### config.mk
export PLATFORM = sky130hd
export DESIGN_NAME = wdiv_unit
export DESIGN_NICKNAME = d
export VERILOG_FILES = /design/src/rtl/wdiv_pkg.sv /design/src/rtl/wdiv_prep.sv /design/src/rtl/wdiv_step.sv /design/src/rtl/wdiv_flags.sv /design/src/rtl/wdiv_unit.sv
export SDC_FILE = /design/constraint.sdc
export NUM_CORES = 1
export LEC_CHECK = 0
export ABC_AREA = 0
export BUFFER_PORTS_ARGS = -buffer_cell sky130_fd_sc_hd__buf_4
export CORE_MARGIN = 4
export CORE_UTILIZATION = 57
export DETAILED_ROUTE_END_ITERATION = 10
export PLACE_DENSITY = 0.82
export SLEW_MARGIN = 40
export SYNTH_ARGS = -nofsm -noshare
export SYNTH_HDL_FRONTEND = slang
export SYNTH_SLANG_ARGS = --single-unit
export TNS_END_PERCENT = 50
### constraint.sdc
create_clock -name clk -period 7.24 [get_ports clk]
set_clock_uncertainty 0.2 [all_clocks]
set_input_delay 1.448 -clock clk [delete_from_list [all_inputs] [get_ports clk]]
set_output_delay 1.448 -clock clk [all_outputs]
set_load 0.02 [all_outputs]
### src/rtl/wdiv_pkg.sv
package wdiv_pkg;
    // Bit positions inside the condition field
    localparam int CR_LT = 3;
    localparam int CR_GT = 2;
    localparam int CR_EQ = 1;
    localparam int CR_SO = 0;

    typedef enum logic {
        DIV_UNSIGNED = 1'b0,
        DIV_SIGNED   = 1'b1
    } div_kind_e;
endpackage

### src/rtl/wdiv_prep.sv
// Operand conditioning: magnitudes, quotient sign and invalid detection.
module wdiv_prep
    import wdiv_pkg::*;
#(
    parameter int WLEN = 32
) (
    input  div_kind_e        kind_i,
    input  logic [WLEN-1:0]  a_i,
    input  logic [WLEN-1:0]  b_i,
    output logic [WLEN-1:0]  mag_a_o,
    output logic [WLEN-1:0]  mag_b_o,
    output logic             neg_o,
    output logic             invalid_o
);
    localparam logic [WLEN-1:0] MOST_NEG = {1'b1, {(WLEN-1){1'b0}}};
    localparam logic [WLEN-1:0] MINUS_ONE = {WLEN{1'b1}};

    logic sa, sb;
    logic zero_div, min_by_m1;

    always_comb begin
        sa        = (kind_i == DIV_SIGNED) && a_i[WLEN-1];
        sb        = (kind_i == DIV_SIGNED) && b_i[WLEN-1];
        mag_a_o   = sa ? (~a_i + 1'b1) : a_i;
        mag_b_o   = sb ? (~b_i + 1'b1) : b_i;
        neg_o     = sa ^ sb;
        zero_div  = (b_i == '0);
        min_by_m1 = (kind_i == DIV_SIGNED) && (a_i == MOST_NEG) && (b_i == MINUS_ONE);
        invalid_o = zero_div || min_by_m1;
    end
endmodule

### src/rtl/wdiv_step.sv
// One restoring shift-subtract iteration.
module wdiv_step #(
    parameter int WLEN = 32
) (
    input  logic [WLEN:0]    rem_i,
    input  logic [WLEN-1:0]  quo_i,
    input  logic [WLEN-1:0]  dvs_i,
    output logic [WLEN:0]    rem_o,
    output logic [WLEN-1:0]  quo_o
);
    logic [WLEN:0] shifted;
    logic [WLEN:0] trial;

    always_comb begin
        shifted = {rem_i[WLEN-1:0], quo_i[WLEN-1]};
        trial   = shifted - {1'b0, dvs_i};
        if (shifted >= {1'b0, dvs_i}) begin
            rem_o = trial;
            quo_o = {quo_i[WLEN-2:0], 1'b1};
        end else begin
            rem_o = shifted;
            quo_o = {quo_i[WLEN-2:0], 1'b0};
        end
    end
endmodule

### src/rtl/wdiv_flags.sv
// Status merge and condition field generation at completion.
module wdiv_flags
    import wdiv_pkg::*;
#(
    parameter int XLEN = 64
) (
    input  logic             invalid_i,
    input  logic             oe_i,
    input  logic             rc_i,
    input  logic             so_i,
    input  logic [XLEN-1:0]  res_i,
    output logic             ov_o,
    output logic             ov32_o,
    output logic             so_o,
    output logic             stat_we_o,
    output logic             cr_we_o,
    output logic [3:0]       cr_o
);
    always_comb begin
        stat_we_o = oe_i;
        ov_o      = oe_i && invalid_i;
        ov32_o    = oe_i && invalid_i;
        so_o      = so_i || (oe_i && invalid_i);
        cr_we_o   = rc_i;
        cr_o      = '0;
        if (rc_i) begin
            cr_o[CR_LT] = $signed(res_i) < 0;
            cr_o[CR_GT] = $signed(res_i) > 0;
            cr_o[CR_EQ] = (res_i == '0);
            cr_o[CR_SO] = so_o;
        end
    end
endmodule

### src/rtl/wdiv_unit.sv
// Iterative word divider, top level.
module wdiv_unit
    import wdiv_pkg::*;
#(
    parameter int XLEN = 64,
    parameter int WLEN = 32
) (
    input  logic             clk,
    input  logic             rst_n,
    input  logic             start_i,
    input  logic             signed_i,
    input  logic [XLEN-1:0]  src_a_i,
    input  logic [XLEN-1:0]  src_b_i,
    input  logic             oe_i,
    input  logic             rc_i,
    input  logic             so_i,
    output logic             busy_o,
    output logic             done_o,
    output logic [XLEN-1:0]  result_o,
    output logic             ov_o,
    output logic             ov32_o,
    output logic             so_o,
    output logic             stat_we_o,
    output logic             cr_we_o,
    output logic [3:0]       cr_o
);
    localparam int CW = $clog2(WLEN + 1);

    typedef struct packed {
        logic             busy;
        logic             done;
        logic [CW-1:0]    cnt;
        logic [WLEN:0]    rem;
        logic [WLEN-1:0]  quo;
        logic [WLEN-1:0]  dvs;
        logic             neg;
        logic             oe;
        logic             rc;
        logic             so_in;
        logic [XLEN-1:0]  res;
        logic             ov;
        logic             ov32;
        logic             so;
        logic             stat_we;
        logic             cr_we;
        logic [3:0]       cr;
    } state_t;

    state_t st_d, st_q;

    // Upper source bits never take part in the division
    logic unused_hi;
    assign unused_hi = ^{src_a_i[XLEN-1:WLEN], src_b_i[XLEN-1:WLEN]};

    div_kind_e       kind;
    logic [WLEN-1:0] p_mag_a, p_mag_b;
    logic            p_neg, p_invalid;

    assign kind = div_kind_e'(signed_i);

    wdiv_prep #(.WLEN(WLEN)) u_prep (
        .kind_i    (kind),
        .a_i       (src_a_i[WLEN-1:0]),
        .b_i       (src_b_i[WLEN-1:0]),
        .mag_a_o   (p_mag_a),
        .mag_b_o   (p_mag_b),
        .neg_o     (p_neg),
        .invalid_o (p_invalid)
    );

    logic [WLEN:0]   s_rem;
    logic [WLEN-1:0] s_quo;

    wdiv_step #(.WLEN(WLEN)) u_step (
        .rem_i (st_q.rem),
        .quo_i (st_q.quo),
        .dvs_i (st_q.dvs),
        .rem_o (s_rem),
        .quo_o (s_quo)
    );

    logic            fin_go, fin_inv, fin_oe, fin_rc, fin_so;
    logic [XLEN-1:0] fin_res;
    logic [WLEN-1:0] q_fix;
    logic            f_ov, f_ov32, f_so, f_stat_we, f_cr_we;
    logic [3:0]      f_cr;

    wdiv_flags #(.XLEN(XLEN)) u_flags (
        .invalid_i (fin_inv),
        .oe_i      (fin_oe),
        .rc_i      (fin_rc),
        .so_i      (fin_so),
        .res_i     (fin_res),
        .ov_o      (f_ov),
        .ov32_o    (f_ov32),
        .so_o      (f_so),
        .stat_we_o (f_stat_we),
        .cr_we_o   (f_cr_we),
        .cr_o      (f_cr)
    );

    always_comb begin
        st_d      = st_q;
        st_d.done = 1'b0;
        fin_go    = 1'b0;
        fin_inv   = 1'b0;
        fin_oe    = st_q.oe;
        fin_rc    = st_q.rc;
        fin_so    = st_q.so_in;
        fin_res   = '0;
        q_fix     = st_q.neg ? (~s_quo + 1'b1) : s_quo;

        if (!st_q.busy) begin
            if (start_i) begin
                st_d.oe    = oe_i;
                st_d.rc    = rc_i;
                st_d.so_in = so_i;
                st_d.neg   = p_neg;
                st_d.dvs   = p_mag_b;
                st_d.quo   = p_mag_a;
                st_d.rem   = '0;
                st_d.cnt   = CW'(WLEN);
                if (p_invalid) begin
                    fin_go  = 1'b1;
                    fin_inv = 1'b1;
                    fin_oe  = oe_i;
                    fin_rc  = rc_i;
                    fin_so  = so_i;
                end else begin
                    st_d.busy = 1'b1;
                end
            end
        end else begin
            st_d.rem = s_rem;
            st_d.quo = s_quo;
            st_d.cnt = st_q.cnt - 1'b1;
            if (st_q.cnt == CW'(1)) begin
                st_d.busy = 1'b0;
                fin_go    = 1'b1;
                fin_res   = {{(XLEN-WLEN){1'b0}}, q_fix};
            end
        end

        if (fin_go) begin
            st_d.done    = 1'b1;
            st_d.res     = fin_res;
            st_d.ov      = f_ov;
            st_d.ov32    = f_ov32;
            st_d.so      = f_so;
            st_d.stat_we = f_stat_we;
            st_d.cr_we   = f_cr_we;
            st_d.cr      = f_cr;
        end
    end

    always_ff @(posedge clk or negedge rst_n) begin
        if (!rst_n) begin
            st_q <= '0;
        end else begin
            st_q <= st_d;
        end
    end

    assign busy_o    = st_q.busy;
    assign done_o    = st_q.done;
    assign result_o  = st_q.res;
    assign ov_o      = st_q.ov;
    assign ov32_o    = st_q.ov32;
    assign so_o      = st_q.so;
    assign stat_we_o = st_q.stat_we;
    assign cr_we_o   = st_q.cr_we;
    assign cr_o      = st_q.cr;
endmodule

After elaboration in Yosys (flattened, before gate mapping)
Cells that the tools add are included.

operators by class
  $add $sub $neg = 5
  order comparisons = 3
  equal/unequal tests = 3
  muxes and demuxes = 29
  bitwise logic cells = 5
  reduce and logical (&&, ||, !) cells = 11

operators with widths
  kind                                                                               count
  32-bit two-way mux                                                                 5
  107-bit two-way mux                                                                1
  32-bit by 1-bit adder with 32-bit output (second input constant)                   3
  32-bit inverter                                                                    3
  71-bit two-way mux                                                                 1
  32-bit == test (second input constant)                                             2
  64-bit zero test                                                                   1
  33-bit by 32-bit greater-or-equal comparator with 1-bit output                     1
  33-bit two-way mux                                                                 1
  33-bit by 32-bit subtractor with 33-bit output                                     1
  32-bit by 1-bit greater-than comparator with 1-bit output (second input constant)  1
  32-bit zero test                                                                   1
  32-bit by 1-bit less-than comparator with 1-bit output (second input constant)     1
  1-bit two-way mux                                                                  20
  6-bit by 1-bit == test with 1-bit output (second input constant)                   1
  6-bit by 1-bit subtractor with 6-bit output (second input constant)                1
  1-bit logical AND                                                                  5
  4-bit two-way mux                                                                  1
  1-bit logical OR                                                                   2
  2-bit AND reduction                                                                1
  2-bit nonzero test                                                                 1
  1-bit inverter                                                                     1
  1-bit XOR                                                                          1

word-level totals
  bits in registers = 180
  input port bits = 135
  output and inout port bits = 75
  logic and storage cells = 72

Depth between registers and ports, before layout
Gate-level depths: netlist of the first run.

  word-level depth = 10
  depth in mapped cells = 24
  gate-level depth less buffers = 21

By module
Synthesis of the first run repeated with hierarchy kept, for this count alone.

second synthesis, totals
  cell total of the unflattened synthesis = 1316
  area, all modules = 11619.9 um^2

modules (own cells, without submodules)
  module      instances  cells each  area an instance (um^2)  sequential area each (um^2)
  wdiv_unit   1          648         7170.6                   3753.6
  wdiv_step   1          396         2645.0                   0.0
  wdiv_prep   1          242         1580.3                   0.0
  wdiv_flags  1          30          224.0                    0.0

Worst setup path before layout of the first run
OpenSTA, ideal clock, no wires.

  kind = reg2reg
  start point = register st_q[154] in the netlist's numbering
  end point = register st_q (netlist bit cr_o[2])
  library setup time = 0.118 ns
  arrival = 5.389 ns
  data required time = 6.922 ns
  path slack = 1.532 ns
  stages on the path, launching flop included = 24
  path buffers = 3
  clock period less this slack = 5.708 ns
  path through = dfrtp_1 > ha_1 > clkbuf_1 > a21o_1 > a311o_1 > a221o_1 > o21bai_1 > a21oi_1 > o21bai_1 > inv_1 > clkbuf_1 > buf_1 > ha_1 > nor3b_1 > nand4_1 > o21ai_0 > xor2_1 > nor4b_1 > a31oi_1 > or4_1 > nor4_2 > o211a_1 > nand4_1 > a21o_1

on the way
  longest elaborated chain between the ends = 9

ends and longest elaborated chain
  element                                                           RTL line          RTL
  start: declaration                                                wdiv_unit.sv:49   state_t st_d, st_q;
  start signal: assignment                                          wdiv_unit.sv:160  st_q <= st_d;
  33-bit by 32-bit greater-or-equal comparator with 1-bit output *  wdiv_step.sv:17   if (shifted >= {1'b0, dvs_i}) begin
  1-bit two-way mux *                                               wdiv_step.sv:17
  32-bit inverter                                                   wdiv_unit.sv:111  q_fix = st_q.neg ? (~s_quo + 1'b1) : s_quo;
  32-bit by 1-bit adder with 32-bit output                          wdiv_unit.sv:111
  32-bit two-way mux *                                              wdiv_unit.sv:111
  32-bit two-way mux *                                              wdiv_unit.sv:137  if (st_q.cnt == CW'(1)) begin
  32-bit two-way mux *                                              wdiv_unit.sv:113  if (!st_q.busy) begin
  32-bit by 1-bit greater-than comparator with 1-bit output *       wdiv_flags.sv:28  cr_o[CR_GT] = $signed(res_i) > 0;
  4-bit two-way mux *                                               wdiv_flags.sv:26  if (rc_i) begin

Every way passes the cells marked *; elsewhere a longest branch is shown, timed or not.
A chain may end at the register's enable or synchronous reset.

Worst setup path after layout of the first run
  start point = register st_q[91] in the netlist's numbering
  end point = register st_q (netlist bit cr_o[2])

Same word-level chain as after synthesis.

==> results of run 1 <==
per-stage QoR:
stage / utilization / total power [uW] / hold slack [ps] / setup slack, ps / cell area [sq um]
after floorplan: - / 4220 / 240 / 1530 / 10800
after global placement: 0.615 / 4790 / 253 / 1390 / 11200
after detailed placement: 0.615 / 4910 / 265 / 1320 / 11200
after CTS: 0.647 / 5810 / 280 / 1310 / 11800
after global routing: 0.649 / 6340 / 308 / 732 / 11800
final: 0.649 / 5840 / 275 / 1220 / 11800
worst max-delay path by stage:
stage                                from                   to  slack (ps)  cells past startpoint
CTS                  st_q[91]$_DFFE_PN0P_  cr_o[2]$_DFFE_PN0P_        1310                     21
global route         st_q[91]$_DFFE_PN0P_  cr_o[2]$_DFFE_PN0P_         730                     21
global placement     st_q[91]$_DFFE_PN0P_  cr_o[2]$_DFFE_PN0P_        1390                     21
floorplan           st_q[154]$_DFFE_PN0P_  cr_o[2]$_DFFE_PN0P_        1530                     23
detailed placement   st_q[91]$_DFFE_PN0P_  cr_o[2]$_DFFE_PN0P_        1320                     21
finish               st_q[91]$_DFFE_PN0P_  cr_o[2]$_DFFE_PN0P_        1220                     21
cell type report:
cell class              count  area, sq um  share of cell area
well taps                 229          287              0.0243
flip-flops and latches    147         3680               0.312
repair buffers            123          943              0.0799
multi-input cells        1008         6100               0.517
clock inverters            15          148              0.0125
inverters                  60          225              0.0191
clock buffers              17          425              0.0360
layout by cell type (no fill, tap or decap), drive strengths merged, types with 4 or more instances in the layout:
| cell type | n |
|---|---|
| mux2i | 16 |
| and3 | 8 |
| o31ai | 15 |
| a22o | 11 |
| nor3 | 22 |
| nand2b | 10 |
| o21bai | 5 |
| xor2 | 52 |
| nand4 | 13 |
| buf | 123 |
| a211oi | 4 |
| dfrtp | 147 |
| or3 | 17 |
| nand3b | 4 |
| and2 | 6 |
| a21oi | 98 |
| a31oi | 15 |
| or2 | 4 |
| clkbuf | 17 |
| nor4 | 17 |
| ha | 38 |
| conb | 33 |
| o21a | 4 |
| o41ai | 11 |
| inv | 67 |
| or4 | 11 |
| a21o | 29 |
| nand3 | 45 |
| o21ai | 167 |
| nor2 | 86 |
| nand2 | 159 |
| nor3b | 5 |
| xnor2 | 59 |
| clkinv | 6 |
cells by family after synthesis:
kind of cell / share of synthesized area
simple gates: 0.186
compound gates: 0.219
buf+inv: 0.0960
flops: 0.345
xor+xnor: 0.0911
fa+ha+maj: 0.0464
mux: 0.0161
other cells: 0.000351
worst min-delay path, cell delays in order (launching register included):
cell and delay (ps):
sky130_fd_sc_hd__dfrtp_1 340, sky130_fd_sc_hd__nand2_1 50, sky130_fd_sc_hd__nand2_1 50
cell usage after synthesis, types with 4 or more instances:
cell type                  count  area (sq um)
sky130_fd_sc_hd__and3_1        8          50.1
sky130_fd_sc_hd__a22o_1       11          96.3
sky130_fd_sc_hd__nand3b_1      4          30.0
sky130_fd_sc_hd__dfrtp_1     147          3680
sky130_fd_sc_hd__o41ai_1       9          78.8
sky130_fd_sc_hd__nand4_1      13          81.3
sky130_fd_sc_hd__mux2i_1      16           160
sky130_fd_sc_hd__or3_1        16           100
sky130_fd_sc_hd__nand3_1      45           225
sky130_fd_sc_hd__a31oi_1      15          93.8
sky130_fd_sc_hd__a21oi_1      98           490
sky130_fd_sc_hd__ha_1         38           475
sky130_fd_sc_hd__buf_1        13          48.8
sky130_fd_sc_hd__xnor2_1      59           517
sky130_fd_sc_hd__inv_1        60           225
sky130_fd_sc_hd__a21o_1       29           218
sky130_fd_sc_hd__nand2b_1     10          62.6
sky130_fd_sc_hd__clkbuf_1     55           206
sky130_fd_sc_hd__xor2_1       52           455
sky130_fd_sc_hd__nor3b_1       5          37.5
sky130_fd_sc_hd__nand2_1     159           597
sky130_fd_sc_hd__o21bai_1      5          37.5
sky130_fd_sc_hd__o31ai_1      13          97.6
sky130_fd_sc_hd__nor4_1       16           100
sky130_fd_sc_hd__nor2_1       86           323
sky130_fd_sc_hd__nor3_1       22           110
sky130_fd_sc_hd__or4_1         9          67.6
sky130_fd_sc_hd__o21a_1        4          30.0
sky130_fd_sc_hd__buf_4        69           518
sky130_fd_sc_hd__and2_1        6          37.5
sky130_fd_sc_hd__o21ai_0     166           831
sky130_fd_sc_hd__a211oi_1      4          30.0
routing by layer:
layer	up-vias	track usage
li1	4610	-
met1	4514	0.394
met2	375	0.362
met3	24	0.0447
met4	0	0.0623
met5	-	0
power by group through the flow:
stage | Combinational [uW] | Sequential, uW | Clock [uW]
floorplan | 2740 | 1480 | 0
global placement | 3150 | 1640 | 0
detailed placement | 3260 | 1660 | 0
CTS | 3290 | 1650 | 872
global route | 3720 | 1710 | 911
finish | 3310 | 1660 | 863
==> summary by stage, run 1 <==
Timing
The number of failing hold endpoints at the final stage is 0. The routed design could run at a clock period as short as around 6000 ps. After routing, the total negative slack on setup checks comes to 0 ps. Setup repair after global routing left no endpoint under its margin. The fmax is approximately 170 MHz. The count of final max-slew check failures is 0. Setup violations remaining at the end of the flow were counted as 0. The part of the cycle the worst path needs is 0.832. At the pin with the least slew margin, the transition time is 843 ps. The worst pin sits at a relative slew slack of 0.437.

Clock tree
The number of setup buffers added after CTS is 0. Counting along the longest clock path gives a buffer depth of 2. Buffers inserted to repair hold after CTS numbered 0. The clock sink total is about 150. The number of levels in the clock H-tree is 4. The buffer type at the clock tree root is sky130_fd_sc_hd__clkbuf_16. TritonCTS built the clock tree. The later pin in the worst-skew pair is clocked with a latency of ~430 ps. The clock slew seen by the registers of the worst setup and hold paths is around 70 ps. The number of clock buffers inserted by TritonCTS is 17. The number of instances resized during post-cts repair is 0.

Synthesis
The mean instance size in the synthesized netlist is between 8 and 9 sq um. The share of flip-flops with an asynchronous set or reset after synthesis is 1.00. The sequential cell area fraction in the yosys report is 0.345. Synthesis handed over a netlist of approximately 1300 instances.

The flip-flop and latch count after synthesis is around 150. The most used flip-flop cell after synthesis is sky130_fd_sc_hd__dfrtp_1. The mapped cell area is approximately 11000 sq um. The number of enable-type register cells in the synthesized netlist is 0. The distinct cell type count of the synthesized netlist is 73. For this run, the number of Yosys warnings is 0.

Pwr
The total net switching power is between 2000 and 3000 uW. The share of total power dissipated in the clock network is 0.148. The internal portion of the total power is 3170 uW. VDD sags by at most about 0.00027 V. The reported leakage power is approximately 0.0054 uW.

The share of total power dissipated in combinational logic is 0.567. The power density normalized to cell area is between 400 and 500 nW/um^2. The proportion of power drawn by flip-flops and latches is 0.285. Of the total power, the share spent switching nets is 0.458.

Floorplanning
The die covers 21000 sq um. The number of cell rows is a little under 50. The area of the core is roughly 18000 sq um. In this run the count of I/O pins placed on the die edge is 210. The die extent in y is 145 um. The die extent in x is roughly 140 um. For this configuration, the core starts out at a cell density of 0.586.

GRT
Across every metal layer, demand over resource in global routing totals 0.252. The via count of the first global-routing pass is 8533. The first-pass GRT wire length is 42.8 mm.

The pin count of the biggest net entering global routing is ~100. The remaining global-route overflow is 0. The initial antenna violation count is 0.

Worst hold path
The startpoint of the most critical hold path is result_o[23]$_DFFE_PN0P_. The class of the tightest hold or removal check is reg -> reg. The worst hold path was traced through 2 stages.

The worst hold endpoint is result_o[23]$_DFFE_PN0P_.

Setup path
The endpoint of the worst register-to-register path is cr_o[2]$_DFFE_PN0P_. For this run, the slowest stage of the critical path takes 550 ps. Traced cell by cell, the critical path runs through inv_1 > ha_1 > a21o_1 > a311o_1 > a221o_1 > o21bai_1 > a21oi_1 > o21bai_2 > inv_1 > ha_1 > nor3b_1 > nand4_1 > o21ai_0 > xor2_1 > nor4b_1 > a31oi_1 > or4_1 > nor4_2 > o211a_1 > nand4_1 > a21o_1. The critical path contains buffers and inverters numbering 2 combined. The worst register-to-register path has a setup slack of 1220 ps. The required time of the worst setup path is between 7000 and 8000 ps. The category of the worst setup path capture point is a register.

In this run the worst path has a maximum fanout of 7. In this run the critical register-to-register path is launched from st_q[91]$_DFFE_PN0P_. The worst reg2reg path depth is 21. The worst setup path is launched from a register.

The critical-path cell with the highest stage delay is sky130_fd_sc_hd__nor3b_1. For the worst setup path, the data arrival time is between 6000 and 7000 ps. The category of the most critical setup path is reg -> reg. The kind of cell with the highest combined delay along the critical path is compound AO/OA/AOI/OAI gates.

Final layout
The number of flip-flops in the largest register is around 110. The number of diodes added for antenna fixing is 0. The fill cell instance count of the final layout is around 1500. Excluding fillers, the count of instances in the completed layout stands at roughly 1600.

Of the cells placed in the final design, the portion with a size suffix greater than 1 is 0.130. After the last flow step, the layout net total stands at roughly 1500. The register with the most flip-flops in the final layout is st_q. The layout-stage area growth over the synthesis result is 10.7%.

Route
The total number of vias is 9523. The routed design has approximately 26 mm of wire. For this run, the detailed router's first-pass iteration total came to 5.

For this block, wires on met1 add up to ~13 mm. The routed wire length per instance is about 16 um. The detail-routed via count per cell is between 5 and 6. The DRC violation count after routing is 0. The met3 wire length is 2.17 mm. The first routing iteration left just under 800 violations. Routed signal wires occupy layers up through met4. Wire segments on met2 add up to approximately 11 mm in the final route. Once detail routing completed, the nets flagged for antenna violations numbered 0.

Placed design
The count of buffers from port buffering is 112. Including well taps, the total number of placed cells is about 1600. The HPWL after detailed placement is 19.0 mm. The congestion estimate from routability-driven global placement came to 0.952.

Flow run
The number of maximum-capacitance violations is 0.

Status
The run finished with clean final reports.
Power figures use the tool's default switching activity.
==> run 2, diff against run 1 <==
Settings changed: CORE_UTILIZATION 57 to 51, PLACE_DENSITY 0.82 to 0.78.
Clock period 7.24 ns to 4.95 ns, I/O delays scaled along.
==> summary by stage, run 2 (synthesized netlist as in run 1, its figures left out) <==
Status
The run finished with clean final reports.

Worst hold path
The class of the tightest hold or removal check is in -> async.

Timing
The transition at the pin with the smallest max-transition slack is 712 ps (-132 ps). The part of the cycle the worst path needs came to 0.981 (+0.150). The fmax was 206 MHz (+24%). The number of failing setup endpoints in the final timing report is 0 (unchanged).

The worst setup slack after layout came to 92.3 ps (-1130 ps). The post-route minimum period is 4860 ps (-1160 ps). Setup repair after global routing could not meet its margin everywhere.

The count of final max-slew check failures was 0 (unchanged). The final-layout setup total negative slack was 0 ps (unchanged). The number of failing hold endpoints at the final stage is 0 (unchanged).

The max-slew headroom at the worst pin is 0.519 (+0.0821).

Final layout
Compared with the post-synthesis result, the final layout area differs by 14.1%. The number of flip-flops in the largest register is 106 (unchanged). In the layout the commonest cells are sky130_fd_sc_hd__o21ai_0 (165), sky130_fd_sc_hd__nand2_1 (159), sky130_fd_sc_hd__dfrtp_1 (146). The total area of sequential cells is 3680 sq um (unchanged). The number of diodes added for antenna fixing is 0 (unchanged). The most common library cell in the layout ignoring fill and taps is sky130_fd_sc_hd__o21ai_0. The most flop-heavy register is st_q. The fill cell instance count of the final layout was 1792 (+20%).

The fraction of final layout cells with drive strength greater than 1 is 0.154 (+0.0240). The multi-input combinational cell area was 6220 sq um (+1.9%). The final net count is 1551 (+1.3%).

Setup path
The worst register-to-register path ends at cr_o[2]$_DFFE_PN0P_. STA classifies the critical path startpoint as a register. The kind of cell adding the most delay to the critical path is compound AO/OA/AOI/OAI gates.

The total number of cells along the worst setup path is 21 (unchanged). The worst reg2reg path depth is 21 (unchanged). The signal on the critical path passes through inv_2 > ha_4 > a21o_1 > a311o_1 > a221o_1 > o21bai_4 > a21oi_4 > o21bai_4 > inv_2 > ha_4 > nor3b_4 > and3_1 > nand3_1 > or3b_2 > a211oi_2 > o2111ai_2 > nor3b_2 > buf_4 > nand4_1 > a32o_2 > a21o_1.

The count of buffer and inverter cells on the critical path is 3 (+1). The stage delay of the slowest cell on the critical path is 510 ps (-40 ps). The critical register-to-register path startpoint is st_q[87]$_DFFE_PN0P_. The register-to-register setup slack is 90 ps (-1130 ps).

The maximum fanout count along the critical path came to 4 (-3). The worst setup path is captured at a register. The category of the most critical setup path is reg -> reg. The arrival time reported for the critical path endpoint is 4980 ps (-1170 ps). The critical-path cell with the highest stage delay is sky130_fd_sc_hd__or3b_2.

The required time of the worst setup path came to 5070 ps (-2300 ps).

Pwr
The proportion of power drawn by flip-flops and latches is 0.276 (-0.009). The switching portion of total power is 0.454 (-0.00398). The internal power summed over all cells is 4840 uW (+53%).

The part of the total power dissipated in combinational logic is 0.573 (+0.006). The reported leakage power is 0.00554 uW (+2.5%). The final total power is 8860 uW (+52%). The worst supply voltage drop on vdd is 0.000311 V (+17%).

The power density normalized to cell area is 727 nW/um^2 (+47%). The total net switching power is 4020 uW (+50%). The part of the power in the clock network is 0.151 (+0.003).

Clock tree
The clock sink total came to 147 (unchanged). The clock slew seen by the registers of the worst setup and hold paths was 70 ps (about the same). The clock latency at the later pin of the worst-skew pair is 430 ps (about the same). The clock tree from TritonCTS is yes. The number of buffers between clock root and the deepest sink is 2 (unchanged). The number of clock buffers inserted by TritonCTS was 17 (unchanged). The buffer type at the clock tree root is sky130_fd_sc_hd__clkbuf_16. The number of levels in the clock H-tree is 4 (unchanged).

Route
The final wirelength was 26.7 mm (+2.4%). The routed wire length per instance was 16.1 um (-1.3%). The iteration count of the initial detailed-routing pass is 5 (unchanged).

The DRC violation count after routing is 0 (unchanged). The detail-routed via count per cell is 5.76 (-3.3%). The DRC violation total after the first TritonRoute iteration was 881 (+14%). The number of routed nets with antenna violations was 0 (unchanged).

The total number of vias was 9563 (+0.42%).

Floorplanning
The die extent in y is 153 um (+5.4%). The number of cell rows is 52 (+6.1%). The area of the core came to 20400 sq um (+12%). The area enclosed by the die boundary is 23300 sq um (+11%).

The die extent in x is 153 um (+5.4%). The initial core utilization is 0.522 (-0.0637). The I/O pin total came to 210 (unchanged).

Flow run
The number of maximum-capacitance violations is 0 (unchanged).

Placed design
The setup slack at placement came to -13.7 ps (-1330 ps). The HPWL after detailed placement came to 19.4 mm (+1.8%). The count of buffers from port buffering is 112 (unchanged). The placer congestion estimate is 0.913 (-4.1%).

GRT
The first-pass GRT wire length is 43.7 mm (+2.2%). The pin count of the biggest net entering global routing was 104 (+5.1%). The combined global-route utilization of all metal layers is 0.224 (-0.0287).

The via count of the first global-routing pass is 8733 (+2.3%). The remaining global-route overflow was 0 (unchanged). The initial antenna violation count came to 0 (unchanged).
[run 2: changes by cell type in the layout (fill, tap and decap cells not counted), moves of 3 or more]
cell and change:
sky130_fd_sc_hd__ha_1 -3, sky130_fd_sc_hd__inv_2 +4, sky130_fd_sc_hd__clkinv_2 -3, sky130_fd_sc_hd__buf_4 +20
sky130_fd_sc_hd__ha_4 +3, sky130_fd_sc_hd__inv_1 -4
[run 2: worst max-delay path by stage]
stage	from	endpoint	slack [ps]
after global routing	st_q[96]$_DFFE_PN0P_	cr_o[2]$_DFFE_PN0P_	-90
after floorplan	st_q[154]$_DFFE_PN0P_	cr_o[2]$_DFFE_PN0P_	20
after detailed placement	st_q[150]$_DFFE_PN0P_	cr_o[2]$_DFFE_PN0P_	-10
after global placement	st_q[150]$_DFFE_PN0P_	cr_o[2]$_DFFE_PN0P_	130
final	st_q[87]$_DFFE_PN0P_	cr_o[2]$_DFFE_PN0P_	90
after CTS	st_q[150]$_DFFE_PN0P_	cr_o[2]$_DFFE_PN0P_	5
[run 2: power by group through the flow]
stage / combinational [uW] / sequential (uW) / clock [uW]
2_1_floorplan: 4110 / 2170 / 0
3_3_place_gp: 4770 / 2400 / 0
3_5_place_dp: 4930 / 2430 / 0
4_1_cts: 4990 / 2410 / 1350
5_1_grt: 5690 / 2520 / 1410
6_report: 5070 / 2440 / 1340
[run 2: cell type report]
type	count	area share
Multi-Input combinational cell	1008	0.511
Timing Repair Buffer	143	0.0904
Clock inverter	15	0.0154
Tap cell	270	0.0277
Clock buffer	17	0.0349
Sequential cell	147	0.302
Inverter	60	0.0185
[run 2: per-layer routing]
metal | part of all wire | vias to the layer above | global-route usage
met4 | 0.018 | 0 | 0.0734
li1 | - | 4673 | -
met3 | 0.082 | 37 | 0.0403
met1 | 0.47 | 4492 | 0.340
met5 | 0 | - | 0
met2 | 0.43 | 361 | 0.322
[run 2: worst register-to-register path, cell delays in order, from the launching register on]
cell and delay (ps):
sky130_fd_sc_hd__dfrtp_1 390, sky130_fd_sc_hd__inv_2 70, sky130_fd_sc_hd__ha_4 200, sky130_fd_sc_hd__a21o_1 180
sky130_fd_sc_hd__a311o_1 360, sky130_fd_sc_hd__a221o_1 320, sky130_fd_sc_hd__o21bai_4 200, sky130_fd_sc_hd__a21oi_4 160
sky130_fd_sc_hd__o21bai_4 90, sky130_fd_sc_hd__inv_2 80, sky130_fd_sc_hd__ha_4 130, sky130_fd_sc_hd__nor3b_4 200
sky130_fd_sc_hd__and3_1 210, sky130_fd_sc_hd__nand3_1 120, sky130_fd_sc_hd__or3b_2 510, sky130_fd_sc_hd__a211oi_2 250
sky130_fd_sc_hd__o2111ai_2 160, sky130_fd_sc_hd__nor3b_2 200, sky130_fd_sc_hd__buf_4 140, sky130_fd_sc_hd__nand4_1 130
sky130_fd_sc_hd__a32o_2 310, sky130_fd_sc_hd__a21o_1 150
[run 2: what timing repair did]
action,CTS,global route
cloned,0,0
pin swaps,0,3
endpoints found under the setup margin,1,2
buffers inserted,0,1
resized for setup,3,9
hold buffers,0,0
[run 2: stage by stage]
stage / instance area (sq um) / hold WS (ps) / std cells / util
finish: 12200 / 267 / 1660 / 0.596
floorplan: 10900 / 240 / 1356 / -
CTS: 12100 / 284 / 1658 / 0.592
detailed placement: 11500 / 270 / 1626 / 0.561
global placement: 11400 / 255 / 1626 / 0.560
global route: 12200 / 290 / 1660 / 0.596
==> run 3, diff against run 2 <==
Settings changed: CORE_UTILIZATION 51 to 52, RECOVER_POWER from default to 50, SYNTH_HIERARCHICAL from default to 1.
==> summary by stage, run 3 <==
Worst hold path
The startpoint of the most critical hold path is result_o[3]$_DFFE_PN0P_. The worst hold path terminates at result_o[3]$_DFFE_PN0P_. The path class of the tightest hold or removal check is reg -> reg.

Along the worst hold path, the cell count comes to 1.

Setup path
The critical register-to-register path startpoint is st_q[160]$_DFFE_PN0P_. The worst reg2reg path depth is 19 (-9.5%). The required time of the worst setup path is 5060 ps (about the same). The category of the most critical setup path is reg -> reg.

The arrival time reported for the critical path endpoint is 4970 ps (about the same). The worst setup path is launched from a register. The category of the worst setup path capture point is a register. The register-to-register setup slack came to 90 ps (about the same). The maximum fanout count along the critical path is 4 (unchanged). In this run the critical register-to-register path is captured at cr_o[2]$_DFFE_PN0P_.

Floorplanning
The area of the core is 21800 sq um (+6.8%). The area enclosed by the die boundary is 24600 sq um (+5.7%). The die extent in x is 157 um (+2.8%). The I/O pin total is 210 (unchanged). The number of cell rows was 54 (+3.8%). The initial core utilization came to 0.529 (+0.00632). The die extent in y came to 157 um (+2.8%).

Placed design
The HPWL after detailed placement is 22.7 mm (+17%). The count of buffers from port buffering is 113 (+0.89%). The post-place instance area came to 12600 sq um (+9.8%). The placer congestion estimate came to 0.931 (+1.9%).

Clock tree
The number of levels in the clock H-tree is 4 (unchanged). The number of buffers between clock root and the deepest sink is 2 (unchanged). TritonCTS built the clock tree. The clock sink total is 149 (+1.4%).

The clock slew seen by the registers of the worst setup and hold paths is 70 ps (about the same). The number of clock buffers inserted by TritonCTS came to 17 (unchanged). The quantity of hold-fixing buffers added after cts is 0 (unchanged).

Clock tree synthesis selected as its root buffer the cell sky130_fd_sc_hd__clkbuf_16. The clock latency at the later pin of the worst-skew pair was 430 ps (about the same).

GRT
The remaining global-route overflow is 0 (unchanged). The first-pass GRT wire length is 48.0 mm (+9.7%). The via count of the first global-routing pass is 9521 (+9.0%).

The initial antenna violation count is 2 (+2). The combined global-route utilization of all metal layers is 0.243 (+0.0189). The pin count of the biggest net entering global routing was 102 (-1.9%).

Synthesis
The instance count of the mapped netlist is 1306 (-1.4%). The mapped cell area is 11500 sq um (+8.1%). The total of warnings raised by yosys is 6 (+6). The mean instance size in the synthesized netlist is 8.83 sq um (+9.6%).

Route
The DRC violation total after the first TritonRoute iteration is 819 (-7.0%). The DRC violation count after routing is 0 (unchanged). The number of routed nets with antenna violations was 0 (unchanged). The final wirelength is 30.3 mm (+13%).

The iteration count of the initial detailed-routing pass is 7 (+2). The routed wire length per instance is 17.5 um (+8.9%). The detail-routed via count per cell is 5.75 (-0.10%). The total number of vias came to 9956 (+4.1%).

Final layout
The most flop-heavy register is st_q. The most common library cell in the layout ignoring fill and taps is sky130_fd_sc_hd__buf_4. The total area of sequential cells was 3730 sq um (+1.4%).

The number of flip-flops in the largest register was 106 (unchanged). The final net count is 1609 (+3.7%). The cell area after layout was 13400 sq um (+10%). The multi-input combinational cell area is 6930 sq um (+11%). The fill cell instance count of the final layout is 1899 (+6.0%). The fraction of final layout cells with drive strength greater than 1 was 0.247 (+0.0926). The layout-stage area growth over the synthesis result is 16.1%. Leaving out fill and tap cells, the most frequent cells in the layout are sky130_fd_sc_hd__buf_4 (198), sky130_fd_sc_hd__dfrtp_1 (147), sky130_fd_sc_hd__nor2_1 (106).

Timing
The number of failing hold endpoints at the final stage is 0 (unchanged). The final-layout setup total negative slack is 0 ps (unchanged). The number of failing setup endpoints in the final timing report is 0 (unchanged). Setup repair after global routing could not meet its margin everywhere. The count of final max-slew check failures is 175 (+175). The post-route minimum period is 4860 ps (+3.02 ps). The fmax is 206 MHz (about the same). The max-slew headroom at the worst pin was -0.615 (-1.13).

The transition at the pin with the smallest max-transition slack is 2420 ps (+1710 ps). The part of the cycle the worst path needs is 0.982 (about the same).

Pwr
The power density normalized to cell area is 761 nW/um^2 (+4.6%). The worst supply voltage drop on vdd is 0.000321 V (+3.0%). The reported leakage power is 0.00616 uW (+11%).

Flow run
The number of maximum-capacitance violations was 4 (+4).

Status
The checks that failed: max-capacitance violations, max-slew violations. The run finished, with violations left.
-- run 3: cell type report --
type	count	area share
timing repair buffer	214	0.118
clock inverter	15	0.0125
antenna	2	0.000374
multi-input combinational	997	0.517
clock buffer	17	0.0318
tap	280	0.0262
inverter	56	0.0157
sequential	149	0.279
-- run 3: timing repair --
item / in CTS / in global routing
endpoints found under the hold margin: 0 / 0
buffers inserted: 11 / 3
cloned: 0 / 0
pin swaps: 17 / 9
setup endpoints to repair: 2 / 2
gates resized for setup: 14 / 11
-- run 3: critical path, stage by stage, from the launching register on --
cell and delay, ps:
sky130_fd_sc_hd__dfrtp_1 380, sky130_fd_sc_hd__ha_1 330, sky130_fd_sc_hd__a21oi_1 190, sky130_fd_sc_hd__a21boi_1 210, sky130_fd_sc_hd__o21a_1 140, sky130_fd_sc_hd__o21ai_1 90
sky130_fd_sc_hd__a211oi_2 340, sky130_fd_sc_hd__o21ai_4 100, sky130_fd_sc_hd__inv_2 80, sky130_fd_sc_hd__ha_1 160, sky130_fd_sc_hd__or4b_4 500, sky130_fd_sc_hd__buf_4 170
sky130_fd_sc_hd__o31ai_1 270, sky130_fd_sc_hd__xor2_1 220, sky130_fd_sc_hd__nor2_1 70, sky130_fd_sc_hd__nor4_1 330, sky130_fd_sc_hd__nand4_1 250, sky130_fd_sc_hd__nor4_2 340
sky130_fd_sc_hd__nor3b_1 80, sky130_fd_sc_hd__mux2_2 260
-- run 3: worst max path at each step --
stage | from | to | slack (ps) | cells past startpoint
after global placement | st_q[146]$_DFFE_PN0P_ | cr_o[2]$_DFFE_PN0P_ | -90 | 19
final | st_q[160]$_DFFE_PN0P_ | cr_o[2]$_DFFE_PN0P_ | 90 | 19
after detailed placement | st_q[146]$_DFFE_PN0P_ | cr_o[2]$_DFFE_PN0P_ | -260 | 19
after CTS | st_q[83]$_DFFE_PN0P_ | cr_o[2]$_DFFE_PN0P_ | 10 | 20
after global routing | st_q[156]$_DFFE_PN0P_ | cr_o[2]$_DFFE_PN0P_ | -150 | 21
after floorplan | st_q[146]$_DFFE_PN0P_ | cr_o[2]$_DFFE_PN0P_ | 2 | 22
-- run 3: power by group --
part	leakage (uW)	switching (uW)	internal, uW
Sequential	0.00178	557	1850
Clock	0.000297	576	757
Combinational	0.00409	3180	3260
-- run 3: per-layer routing --
layer	track usage	vias up	wire (um)
met5	0	-	0
met4	0.0950	0	910
met3	0.0382	66	1980
met2	0.419	343	15000
met1	0.306	4801	12500
li1	-	4746	-
-- run 3: per-stage QoR --
| stage | instances | setup slack [ps] | hold WS [ps] | util | total power (uW) |
|---|---|---|---|---|---|
| floorplan | 1371 | 1.94 | 251 | - | 7100 |
| global placement | 1680 | -90.0 | 260 | 0.576 | 8370 |
| detailed placement | 1680 | -260 | 267 | 0.577 | 8540 |
| CTS | 1723 | 12.3 | 282 | 0.611 | 10100 |
| global route | 1730 | -148 | 294 | 0.614 | 11000 |
| finish | 1730 | 89.3 | 279 | 0.614 | 10200 |
